`config.mk`:
```
export PLATFORM = sky130hd
export DESIGN_NAME = gtc_channel
export DESIGN_NICKNAME = d
export VERILOG_FILES = /design/src/rtl/gtc_pkg.sv /design/src/rtl/gtc_sync.sv /design/src/rtl/gtc_edge_det.sv /design/src/rtl/gtc_count_core.sv /design/src/rtl/gtc_channel.sv
export SDC_FILE = /design/constraint.sdc
export NUM_CORES = 1
export LEC_CHECK = 0
export CAP_MARGIN = 20
export CORE_MARGIN = 5
export CORE_UTILIZATION = 47
export CTS_CLUSTER_SIZE = 25
export DETAILED_ROUTE_END_ITERATION = 7
export DONT_BUFFER_PORTS = 1
export HOLD_SLACK_MARGIN = 0.12
export PLACE_DENSITY = 0.61
export SYNTH_ARGS = -nofsm -noshare
export SYNTH_HDL_FRONTEND = slang
export SYNTH_HIERARCHICAL = 1
export SYNTH_SLANG_ARGS = --single-unit
```
`constraint.sdc`:
```
create_clock -name clk -period 2.1 [get_ports clk]
set_clock_uncertainty 0.2 [all_clocks]
set_input_delay 0.105 -clock clk [delete_from_list [all_inputs] [get_ports clk]]
set_output_delay 0.105 -clock clk [all_outputs]
set_load 0.005 [all_outputs]
```
`src/rtl/gtc_pkg.sv`:
```
package gtc_pkg;

  typedef enum logic [1:0] {
    MODE_PRE13   = 2'b00,
    MODE_FULL16  = 2'b01,
    MODE_RELOAD8 = 2'b10,
    MODE_HOLD    = 2'b11
  } gtc_mode_e;

  typedef struct packed {
    logic      gate_en;
    logic      ext_sel;
    gtc_mode_e mode;
  } gtc_ctl_t;

endpackage

```
`src/rtl/gtc_sync.sv`:
```
module gtc_sync #(
  parameter int STAGES = 2
) (
  input  logic clk,
  input  logic rst_n,
  input  logic d_i,
  output logic q_o
);

  logic [STAGES-1:0] sh_q;
  logic [STAGES-1:0] sh_d;

  generate
    if (STAGES == 1) begin : g_single
      always_comb sh_d = d_i;
    end else begin : g_chain
      always_comb sh_d = {sh_q[STAGES-2:0], d_i};
    end
  endgenerate

  always_ff @(posedge clk or negedge rst_n) begin
    if (!rst_n) sh_q <= '0;
    else        sh_q <= sh_d;
  end

  assign q_o = sh_q[STAGES-1];

endmodule

```
`src/rtl/gtc_edge_det.sv`:
```
module gtc_edge_det #(
  parameter int SYNC_STAGES = 2
) (
  input  logic clk,
  input  logic rst_n,
  input  logic pin_i,
  input  logic stb_i,
  output logic inc_o
);

  logic pin_s;
  logic smp_q, smp_d;
  logic fall_q, fall_d;

  gtc_sync #(.STAGES(SYNC_STAGES)) u_sync (
    .clk  (clk),
    .rst_n(rst_n),
    .d_i  (pin_i),
    .q_o  (pin_s)
  );

  // A detected fall is held for one machine cycle and released at the next strobe.
  always_comb begin
    smp_d  = smp_q;
    fall_d = fall_q;
    if (stb_i) begin
      smp_d  = pin_s;
      fall_d = smp_q & ~pin_s;
    end
  end

  always_ff @(posedge clk or negedge rst_n) begin
    if (!rst_n) begin
      smp_q  <= 1'b0;
      fall_q <= 1'b0;
    end else if (stb_i) begin
      smp_q  <= smp_d;
      fall_q <= fall_d;
    end
  end

  assign inc_o = stb_i & fall_q;

  AST_FALL_CONSUMED: assert property (@(posedge clk) disable iff (!rst_n)
    inc_o && !(smp_q && !pin_s) |=> !fall_q) else $error("fall reused");

endmodule

```
`src/rtl/gtc_count_core.sv`:
```
module gtc_count_core
  import gtc_pkg::*;
#(
  parameter int BYTE_W = 8,
  parameter int PRE_W  = 5
) (
  input  logic                  clk,
  input  logic                  rst_n,
  input  logic                  wr_en_i,
  input  logic [2*BYTE_W-1:0]   wr_data_i,
  input  gtc_mode_e             mode_i,
  input  logic                  tick_i,
  output logic [2*BYTE_W-1:0]   cnt_o,
  output logic                  wrap_o
);

  localparam int CNT_W = 2 * BYTE_W;
  localparam int UPR_W = BYTE_W - PRE_W;

  logic [CNT_W-1:0]  cnt_q, cnt_d;
  logic [BYTE_W-1:0] lo, hi;
  logic [PRE_W-1:0]  pre;
  logic              cnt_ld;
  logic              wrap;

  assign lo  = cnt_q[BYTE_W-1:0];
  assign hi  = cnt_q[CNT_W-1:BYTE_W];
  assign pre = lo[PRE_W-1:0];

  always_comb begin
    cnt_d = cnt_q;
    wrap  = 1'b0;
    if (wr_en_i) begin
      cnt_d = wr_data_i;
    end else if (tick_i) begin
      unique case (mode_i)
        MODE_PRE13: begin
          if (&pre) begin
            cnt_d = {hi + BYTE_W'(1), lo[BYTE_W-1:PRE_W], {PRE_W{1'b0}}};
            wrap  = &hi;
          end else begin
            cnt_d = {hi, lo[BYTE_W-1:PRE_W], pre + PRE_W'(1)};
          end
        end
        MODE_FULL16: begin
          cnt_d = cnt_q + CNT_W'(1);
          wrap  = &cnt_q;
        end
        MODE_RELOAD8: begin
          if (&lo) begin
            cnt_d = {hi, hi};
            wrap  = 1'b1;
          end else begin
            cnt_d = {hi, lo + BYTE_W'(1)};
          end
        end
        default: cnt_d = cnt_q;
      endcase
    end
  end

  assign cnt_ld = wr_en_i | tick_i;

  always_ff @(posedge clk or negedge rst_n) begin
    if (!rst_n)      cnt_q <= '0;
    else if (cnt_ld) cnt_q <= cnt_d;
  end

  assign cnt_o  = cnt_q;
  assign wrap_o = wrap;

  AST_RELOAD_HI_STABLE: assert property (@(posedge clk) disable iff (!rst_n)
    (mode_i == MODE_RELOAD8) && !wr_en_i |=> $stable(cnt_q[CNT_W-1:BYTE_W])) else $error("hi moved");
  AST_HOLD_MODE: assert property (@(posedge clk) disable iff (!rst_n)
    (mode_i == MODE_HOLD) && !wr_en_i |=> $stable(cnt_q)) else $error("mode 3 moved");
  AST_FULL_WRAP_ZERO: assert property (@(posedge clk) disable iff (!rst_n)
    wrap && (mode_i == MODE_FULL16) |=> (cnt_q == '0)) else $error("wrap not zero");
  AST_PRE13_UPPER_KEPT: assert property (@(posedge clk) disable iff (!rst_n)
    (mode_i == MODE_PRE13) && !wr_en_i |=> $stable(cnt_q[BYTE_W-1:BYTE_W-UPR_W])) else $error("upper lo moved");

endmodule

```
`src/rtl/gtc_channel.sv`:
```
module gtc_channel
  import gtc_pkg::*;
#(
  parameter int BYTE_W      = 8,
  parameter int PRE_W       = 5,
  parameter int SYNC_STAGES = 2
) (
  input  logic                clk,
  input  logic                rst_n,
  input  logic                mc_stb_i,
  input  logic                run_i,
  input  logic [3:0]          ctl_i,
  input  logic                cnt_pin_i,
  input  logic                gate_pin_i,
  input  logic                tog_en_i,
  input  logic                ovf_clr_i,
  input  logic                wr_en_i,
  input  logic [2*BYTE_W-1:0] wr_data_i,
  output logic [2*BYTE_W-1:0] cnt_o,
  output logic                ovf_o,
  output logic                tog_o
);

  gtc_ctl_t ctl;
  logic     gate_s;
  logic     ext_inc;
  logic     cnt_en;
  logic     tick;
  logic     wrap;
  logic     ovf_q, ovf_d;
  logic     tog_q, tog_d;

  assign ctl = gtc_ctl_t'(ctl_i);

  gtc_sync #(.STAGES(SYNC_STAGES)) u_gate_sync (
    .clk  (clk),
    .rst_n(rst_n),
    .d_i  (gate_pin_i),
    .q_o  (gate_s)
  );

  gtc_edge_det #(.SYNC_STAGES(SYNC_STAGES)) u_edge (
    .clk  (clk),
    .rst_n(rst_n),
    .pin_i(cnt_pin_i),
    .stb_i(mc_stb_i),
    .inc_o(ext_inc)
  );

  assign cnt_en = run_i & (~ctl.gate_en | gate_s);
  assign tick   = cnt_en & (ctl.ext_sel ? ext_inc : 1'b1);

  gtc_count_core #(.BYTE_W(BYTE_W), .PRE_W(PRE_W)) u_core (
    .clk      (clk),
    .rst_n    (rst_n),
    .wr_en_i  (wr_en_i),
    .wr_data_i(wr_data_i),
    .mode_i   (ctl.mode),
    .tick_i   (tick),
    .cnt_o    (cnt_o),
    .wrap_o   (wrap)
  );

  always_comb begin
    ovf_d = wrap | (ovf_q & ~ovf_clr_i);
    tog_d = tog_q ^ (wrap & tog_en_i);
  end

  always_ff @(posedge clk or negedge rst_n) begin
    if (!rst_n) begin
      ovf_q <= 1'b0;
      tog_q <= 1'b0;
    end else begin
      ovf_q <= ovf_d;
      tog_q <= tog_d;
    end
  end

  assign ovf_o = ovf_q;
  assign tog_o = tog_q;

  AST_OVF_STICKY: assert property (@(posedge clk) disable iff (!rst_n)
    ovf_q && !ovf_clr_i |=> ovf_q) else $error("flag lost");
  AST_OVF_SET_WINS: assert property (@(posedge clk) disable iff (!rst_n)
    wrap |=> ovf_q) else $error("wrap not flagged");
  AST_TOG_FLIP: assert property (@(posedge clk) disable iff (!rst_n)
    wrap && tog_en_i |=> (tog_q != $past(tog_q))) else $error("no toggle");
  AST_TOG_QUIET: assert property (@(posedge clk) disable iff (!rst_n)
    !tog_en_i |=> $stable(tog_q)) else $error("toggle while disabled");
  AST_NO_RUN_HOLD: assert property (@(posedge clk) disable iff (!rst_n)
    !run_i && !wr_en_i |=> $stable(cnt_o)) else $error("count without run");
  AST_EXT_NEEDS_STROBE: assert property (@(posedge clk) disable iff (!rst_n)
    ctl.ext_sel && !wr_en_i && !mc_stb_i |=> $stable(cnt_o)) else $error("count off strobe");

endmodule

```
==> results of run 1 <==
-- what timing repair did --
| item | 4_1_cts | 5_1_grt |
|---|---|---|
| setup endpoints to repair | 0 | 13 |
| hold buffers | 34 | 0 |
| endpoints found under the hold margin | 46 | 0 |
| setup buffers | 0 | 0 |
| gates resized for setup | 0 | 8 |
-- worst max-delay path, delay by kind of cell, from the launching register on --
family          cells  cell delay (ns)
simple gates        3             0.67
flops               1             0.38
compound gates      3             0.67
-- sequential cells by signal (all words and copies together), names as in the netlist --
signal,count
u_core/cnt_o,16
u_gate_sync/sh_q,2
tog_o,1
u_edge/smp_q,1
u_edge/u_sync/sh_q,2
u_edge/fall_q,1
ovf_o,1
-- cell type report --
type                    count  area share [%]
inverters                  16            2.35
multi-input cells         169            48.2
repair buffers             56            20.7
clock buffers               3            1.62
flip-flops and latches     24            23.5
clock inverters             1            1.17
well taps                  50            2.45
-- final timing paths --
check | start | end
min in group clk | wr_en_i | u_core/cnt_o[8]$_DFFE_PN0P_
max | u_edge/fall_q$_DFFE_PN0P_ | u_core/cnt_o[13]$_DFFE_PN0P_
min | rst_n | u_core/cnt_o[6]$_DFFE_PN0P_
min reg2reg | u_gate_sync/sh_q[0]$_DFF_PN0_ | u_gate_sync/sh_q[1]$_DFF_PN0_
max in group asynchronous | rst_n | u_core/cnt_o[0]$_DFFE_PN0P_
max reg2reg | u_edge/fall_q$_DFFE_PN0P_ | u_core/cnt_o[13]$_DFFE_PN0P_
-- metrics by stage --
stage          util (%)  area (sq um)
3_5_place_dp       51.9          2110
6_report           63.0          2560
2_1_floorplan         -          2000
4_1_cts            62.5          2540
3_3_place_gp       51.9          2110
5_1_grt            63.0          2560
-- metal layers --
metal  routed length [um]  vias to the layer above  share of wire [%]  track usage (%)
met1                 2410                      946                 40             28.5
li1                     -                      921                  -                -
met5                    0                        -                  0                0
met4                  112                        0                1.8             8.93
met3                  595                       15                9.8             5.34
met2                 2940                      118                 49             37.2
-- layout by cell type, fill, tap and decap left out, types with 3 or more instances in the layout --
cell type and n:
nand2_1 17, a311oi_1 3, dlygate4sd3_1 31, a221oi_1 3, a31oi_1 3, o21ai_0 6
o221a_2 3, a22oi_1 4, nand4_1 3, xor2_1 5, nor2b_1 3, xnor2_1 8
nand3_1 8, nand2b_1 3, dfrtp_1 23, a211oi_1 5, o211ai_1 5, nor3_1 5
a21oi_1 11, inv_1 16, ha_1 6, clkbuf_8 3, nor2_1 15, buf_4 22
-- power by group through the flow --
stage	clock network (uW)	logic, uW	registers (uW)
2_1_floorplan	0	297	566
3_3_place_gp	0	403	566
3_5_place_dp	0	411	567
5_1_grt	443	547	564
6_report	417	500	559
4_1_cts	419	489	558
-- logic make-up (layout without fill, tap and decap cells) --
logic type               count (synthesis)  in the layout  share of synthesized area, %
AND/OR/NAND/NOR                         77             77                          23.0
AO/OA/AOI/OAI                           67             67                          25.0
buffers and inverters                   32             76                          8.91
flip-flops                              24             24                          30.1
XOR/XNOR                                13             13                          5.71
adder cells (fa/ha/maj)                  7              7                          4.39
multiplexers                             5              5                          2.89
==> key figures, run 1 <==
Outcome
  – Status: complete, no violations

Yosys
  – Post-Syn Nets: 261
  – Post-Syn Area: roughly 2000 sq um
  – Synthesized area per cell: 8.86 sq um
  – Synth top area share: a little under a third
  – Gate Count Post-Synth: 225
  – Synthesis-stage register bit count: 24
  – Number of synthesized flops with an enable pin: 0
  – Syn. warnings: 6
  – Most frequent cell after synthesis: dfrtp_1
  – Synth top area cells: dfrtp_1 (30%), ha_1 (4.4%), xnor2_1 (3.5%)
  – Prevailing post-synth register cell: dfrtp_1
  – Fraction of registers with async set/reset: 100%
  – Seq/Total Area, Yosys: roughly 30%
  – Area leader, netlist: dfrtp_1
  – Most instantiated cells after synthesis: dfrtp_1 (24), nand2_1 (17), inv_1 (16), nor2_1 (16), a21oi_1 (11)
  – Synth cell types: 66

Setup path
  – Largest stage delay on the critical path: between 0.3 and 0.4 ns
  – CP Launch Type: flop
  – Worst path cell trace: and2_2 -> o221a_1 -> nand4bb_1 -> o21ai_1 -> or2b_2 -> o221a_2
  – Register-to-Register Path Depth: 6
  – CP arrival: just under 2 ns
  – Worst setup EP type: flop
  – Kind of critical path: reg -> reg
  – Req. time, crit path: between 2 and 2.5 ns
  – Worst path slowest cell: dfrtp_1
  – Slack of the worst reg-to-reg path: 0.07 ns
  – Worst-path maximum fanout: 6

Placement
  – DP Cell Count: roughly 280
  – Hpwl dp: between 4 and 5 mm
  – Placer Congestion: around 0.82
  – Port Buffers: 0
  – Post-place setup slack: 0.0225 ns

Timing
  – Setup_tns: 0 ns
  – Max Transition Viols Final: 0
  – # setup viols final: 0
  – Period utilisation layout: just under 100%
  – Final WS setup: 0.0710 ns
  – Relative slew slack: approximately 40%
  – RSZ-0062 raised after global routing: false
  – Fmax achieved: around 490 MHz
  – Final Hold Slack: approximately 0.14 ns
  – Tmin final: just over 2 ns
  – Worst slew pin tran: roughly 0.92 ns
  – Final hold vios: 0

Final layout
  – Share of layout cells above drive strength 1: between 20% and 30%
  – # diodes: 0
  – Area growth from synthesis to layout: 28.2%
  – Filler cells: 337
  – Seq. cell area: 602 sq um
  – # nets final: ~310
  – Layout Cells excl Fill: ~320
  – Multi-input gate area: approximately 1200 sq um

Clocking
  – CTS HTree Levels: 1
  – Worst-path clk slew: 0.09 ns
  – Clock Path Buffers: 2
  – CTS Buf Count: 3
  – CTS tree: built
  – TritonCTS Sinks: 24
  – CTS root buf: clkbuf_8
  – Clk Latency, worst-skew pair: roughly 0.27 ns

Floorplanning
  – Die extent in y: 75.1 um
  – DIE WIDTH: ~75 um
  – Core Region: 4060 sq um
  – Site row count: 23
  – Starting Density: 49.2%
  – Top-level I/O count: 47
  – Die area: around 5600 sq um

Route
  – Via Count: 2000
  – TritonRoute pass-1 iters: 5
  – WL final: approximately 6.1 mm
  – Avg WL per Cell: about 19 um
  – DRC violations left: 0
  – Initial DRC count: approximately 170
  – DR vias/cell: roughly 6.3
  – ANT nets after route: 0

Power
  – Power Density: slightly below 600 nW/um^2
  – Clock power frac: 28.2%
  – Int Power: roughly 1000 uW
  – LEAKAGE: 0.00105 uW
  – Combinational share of power: 33.9%
  – Sw Share: 32.5%
  – Worst IR drop on VDD: roughly 0.0003 V
  – Part of the power in registers: roughly 38%
  – Final Total Pwr: 1480 uW
  – Net Sw Power: about 480 uW

Global route
  – Number of global-route vias before repair: ~2000
  – Overall Global Routing Usage: 22.6%
  – Pin count of the biggest net entering global routing: 25
  – Initial antenna violation count: 0
  – Total grt overflow: 0
  – First-pass GRT wire length: about 10 mm

Run
  – Max Cap Viol: 0

Min path
  – Min-delay worst type: in -> async
Note: power is estimated with default switching activity, not from simulation.
==> run 2: changes to the inputs <==
--- a/config.mk
+++ b/config.mk
@@ -5,14 +5,15 @@
 export SDC_FILE = /design/constraint.sdc
 export NUM_CORES = 1
 export LEC_CHECK = 0
+export ABC_AREA = 1
 export CAP_MARGIN = 20
 export CORE_MARGIN = 5
-export CORE_UTILIZATION = 47
+export CORE_UTILIZATION = 40
 export CTS_CLUSTER_SIZE = 25
 export DETAILED_ROUTE_END_ITERATION = 7
 export DONT_BUFFER_PORTS = 1
 export HOLD_SLACK_MARGIN = 0.12
-export PLACE_DENSITY = 0.61
+export PLACE_DENSITY = 0.53
 export SYNTH_ARGS = -nofsm -noshare
 export SYNTH_HDL_FRONTEND = slang
 export SYNTH_HIERARCHICAL = 1
==> run 2 against run 1 <==
Final area down 1.7%. Maximum frequency up 4.5%. Area after synthesis down 1.6%. Critical path depth up 4. Worst hold slack better by 0.0014 ns. Via count up 4.5%. Die area up 13%. Critical endpoint is now u_core/cnt_o[1]$_DFFE_PN0P_. Largest cell class unchanged. Largest power group is now combinational logic.
==> key figures, run 2 <==
Outcome
  – Status: complete, no violations

Route
  – Via Count: 2090 (+4.5%)
  – TritonRoute pass-1 iters: 5 (unchanged)
  – ANT nets after route: 0 (unchanged)
  – Avg WL per Cell: 13.7 um (-28%)
  – DRC violations left: 0 (unchanged)
  – DR vias/cell: 4.96 (-21%)
  – Wire length on met1: 2.63 mm (+9.4%)
  – Top routing layer in use: met4
  – Met3 routed WL: 362 um (-39%)
  – Routed wl met2: 2.72 mm (-7.5%)
  – Initial DRC count: 120 (-30%)
  – WL final: 5.75 mm (-5.1%)

Placement
  – DP Cell Count: 388 (+38%)
  – Post-place setup slack: 0.150 ns (+0.128 ns)
  – Hpwl dp: 4.25 mm (+0.80%)
  – Placer Congestion: 0.890 (+8.3%)
  – Port Buffers: 0 (unchanged)

Yosys
  – Area leader, netlist: dfrtp_1
  – Most instantiated cells after synthesis: nand2_1 (101), nor2_1 (36), inv_1 (35)
  – Synth top area cells: dfrtp_1 (31%), nand2_1 (19%), nor2_1 (6.9%)
  – Compound-Gate Fraction of Synth Area: 15.2% (-9.8 points)
  – Prevailing post-synth register cell: dfrtp_1
  – Adder-cell share of the synthesized area: 4.46% (+0.073 points)
  – Post-Syn Nets: 348 (+33%)
  – Fraction of registers with async set/reset: 100% (unchanged)
  – Synth Area in XOR/XNOR: 1.34% (-4.4 points)
  – Synth cell types: 32 (-52%)
  – Post-Syn Area: 1960 sq um (-1.6%)
  – Mux contribution to synthesized area: 0% (-2.9 points)
  – Seq/Total Area, Yosys: 30.6% (+0.50 points)
  – Synth Area in Simple Gates: 38.6% (+16 points)
  – Synthesis-stage register bit count: 24 (unchanged)
  – Gate Count Post-Synth: 312 (+39%)
  – Synthesized area per cell: 6.29 sq um (-29%)
  – Number of synthesized flops with an enable pin: 0 (unchanged)
  – Largest family of logic cells by synthesized area: simple AND/OR/NAND/NOR gates
  – Syn. warnings: 6 (unchanged)
  – Synth top area share: 30.6% (+0.50 points)
  – Most frequent cell after synthesis: nand2_1

Floorplanning
  – Die extent in y: 80.0 um (+6.5%)
  – Site row count: 25 (+8.7%)
  – Core Region: 4750 sq um (+17%)
  – Top-level I/O count: 47 (unchanged)
  – DIE WIDTH: 80.0 um (+6.5%)
  – Starting Density: 41.3% (-7.9 points)
  – Die area: 6410 sq um (+13%)

Power
  – Power Density: 645 nW/um^2 (+12%)
  – Worst IR drop on VDD: 0.000271 V (-11%)
  – LEAKAGE: 0.00130 uW (+23%)
  – Final Total Pwr: 1620 uW (+9.8%)

Global route
  – Overall Global Routing Usage: 18.9% (-3.6 points)
  – First-pass GRT wire length: 9.50 mm (-3.6%)
  – Initial antenna violation count: 0 (unchanged)
  – Number of global-route vias before repair: 1946 (-5.2%)
  – Total grt overflow: 0 (unchanged)
  – Pin count of the biggest net entering global routing: 25 (unchanged)

Final layout
  – # nets final: 391 (+28%)
  – Area growth from synthesis to layout: 28.1% (about the same)
  – Leading cell type in the layout, fill and taps excluded: nand2_1
  – Most frequent cells in the layout: nand2_1 (101), nor2_1 (36), inv_1 (35), dlygate4sd3_1 (26)
  – # diodes: 0 (unchanged)
  – Layout Cells excl Fill: 421 (+32%)
  – Largest register FFs: 16 (unchanged)
  – Share of layout cells above drive strength 1: 11.6% (-8.5 points)

Setup path
  – Critical path launch point: u_core/cnt_o[1]$_DFFE_PN0P_
  – Worst setup EP type: flop
  – RR Startpoint: u_core/cnt_o[1]$_DFFE_PN0P_
  – CP Launch Type: flop
  – Worst path slowest cell: dfrtp_1
  – CP dominant cell by count: nand2_1
  – Worst path cell trace: ha_1 -> nand2_1 -> nor2_1 -> nand2_1 -> nand2_2 -> nor2_1 -> nand2_1 -> nand3_1 -> o21ai_1 -> inv_1
  – Largest stage delay on the critical path: 0.46 ns (+0.08 ns)
  – Worst-path maximum fanout: 7 (+1)
  – Kind of critical path: reg -> reg
  – Req. time, crit path: 2.07 ns (about the same)
  – CP arrival: 1.91 ns (-0.08 ns)

Timing
  – Final WS setup: 0.159 ns (+0.0880 ns)
  – RSZ-0062 raised after global routing: false
  – Final hold vios: 0 (unchanged)
  – Final Hold Slack: 0.138 ns (+0.00137 ns)
  – Fmax achieved: 515 MHz (+4.5%)
  – Worst slew pin tran: 0.719 ns (-0.197 ns)
  – Period utilisation layout: 92.4% (-4.2 points)
  – Relative slew slack: 52.0% (+13 points)
  – # setup viols final: 0 (unchanged)
  – Setup_tns: 0 ns (unchanged)
  – Max Transition Viols Final: 0 (unchanged)
  – Tmin final: 1.94 ns (-0.0880 ns)

Clocking
  – TritonCTS Sinks: 24 (unchanged)
  – Setup Fix Bufs, Post-CTS: 0 (unchanged)
  – CTS Buf Count: 3 (unchanged)
  – CTS root buf: clkbuf_8
  – CTS tree: built
  – Clock Path Buffers: 2 (unchanged)
  – CTS HTree Levels: 1 (unchanged)
  – Worst-path clk slew: 0.09 ns (about the same)
  – Clk Latency, worst-skew pair: 0.27 ns (about the same)

Run
  – Max Cap Viol: 0 (unchanged)

Min path
  – Min-delay worst type: in -> async
run 2: cell types whose count changed after synthesis, sizes merged, moves of 4 or more:
cell / previous run / this run
a211oi: 5 / 0
a21oi: 12 / 20
buf: 11 / 4
inv: 16 / 39
nand2: 19 / 104
nand3: 10 / 24
nor2: 16 / 44
nor3: 6 / 1
o21ai: 8 / 26
o221a: 4 / 0
xnor2: 8 / 2
xor2: 5 / 1
run 2: routing by layer:
metal	global-route usage (%)	vias to the layer above
met5	0	-
met1	24.7	942
met2	32.2	69
met3	3.84	6
met4	3.89	0
li1	-	1073
run 2: worst max-delay path: cells and delay by family (launching register included):
family	cells	cell delay [ns]
adder cells (fa/ha/maj)	1	0.23
flip-flops	1	0.46
buffers and inverters	1	0.05
AND/OR/NAND/NOR	7	0.83
AO/OA/AOI/OAI	1	0.08
run 2: through the flow:
stage	utilization (%)	instance area, sq um
after global placement	44.7	2120
final	52.8	2510
after global routing	52.8	2510
after detailed placement	44.7	2120
after CTS	52.7	2510
after floorplan	-	1960
run 2: final timing paths:
check	endpoint	slack, ns	cells past startpoint
worst max-delay path	u_core/cnt_o[1]$_DFFE_PN0P_	0.16	10
worst min-delay path	u_core/cnt_o[8]$_DFFE_PN0P_	0.14	3
worst max register to register	u_core/cnt_o[1]$_DFFE_PN0P_	0.16	10
worst min register to register	u_edge/u_sync/sh_q[1]$_DFF_PN0_	0.16	0
max in group asynchronous	u_core/cnt_o[4]$_DFFE_PN0P_	1.41	3
min in group clk	u_edge/u_sync/sh_q[1]$_DFF_PN0_	0.16	0
run 2: layout make-up:
type / instances / area, sq um
clock buffer: 3 / 41.3
clock inverter: 1 / 30.0
fill: 499 / 2240
inverter: 42 / 159
multi-input combinational: 240 / 1170
sequential: 24 / 601
tap: 67 / 83.8
timing repair buffer: 44 / 425
run 2: power breakdown:
group	switching (uW)	internal [uW]	total [uW]
Combinational	367	242	609
Clock	161	255	416
Sequential	65.8	530	596
run 2: cell families (layout without fill, tap and decap cells):
logic type	count (synthesis)	count (layout)
AO/OA/AOI/OAI	54	54
XOR/XNOR	3	3
adder cells (fa/ha/maj)	7	7
buffers and inverters	48	90
flip-flops	24	24
AND/OR/NAND/NOR	176	176
run 2: what timing repair did:
item                                    CTS  global route
endpoints found under the setup margin    0            11
hold buffers                             29             0
gates resized for setup                   0             2
endpoints found under the hold margin    46             0
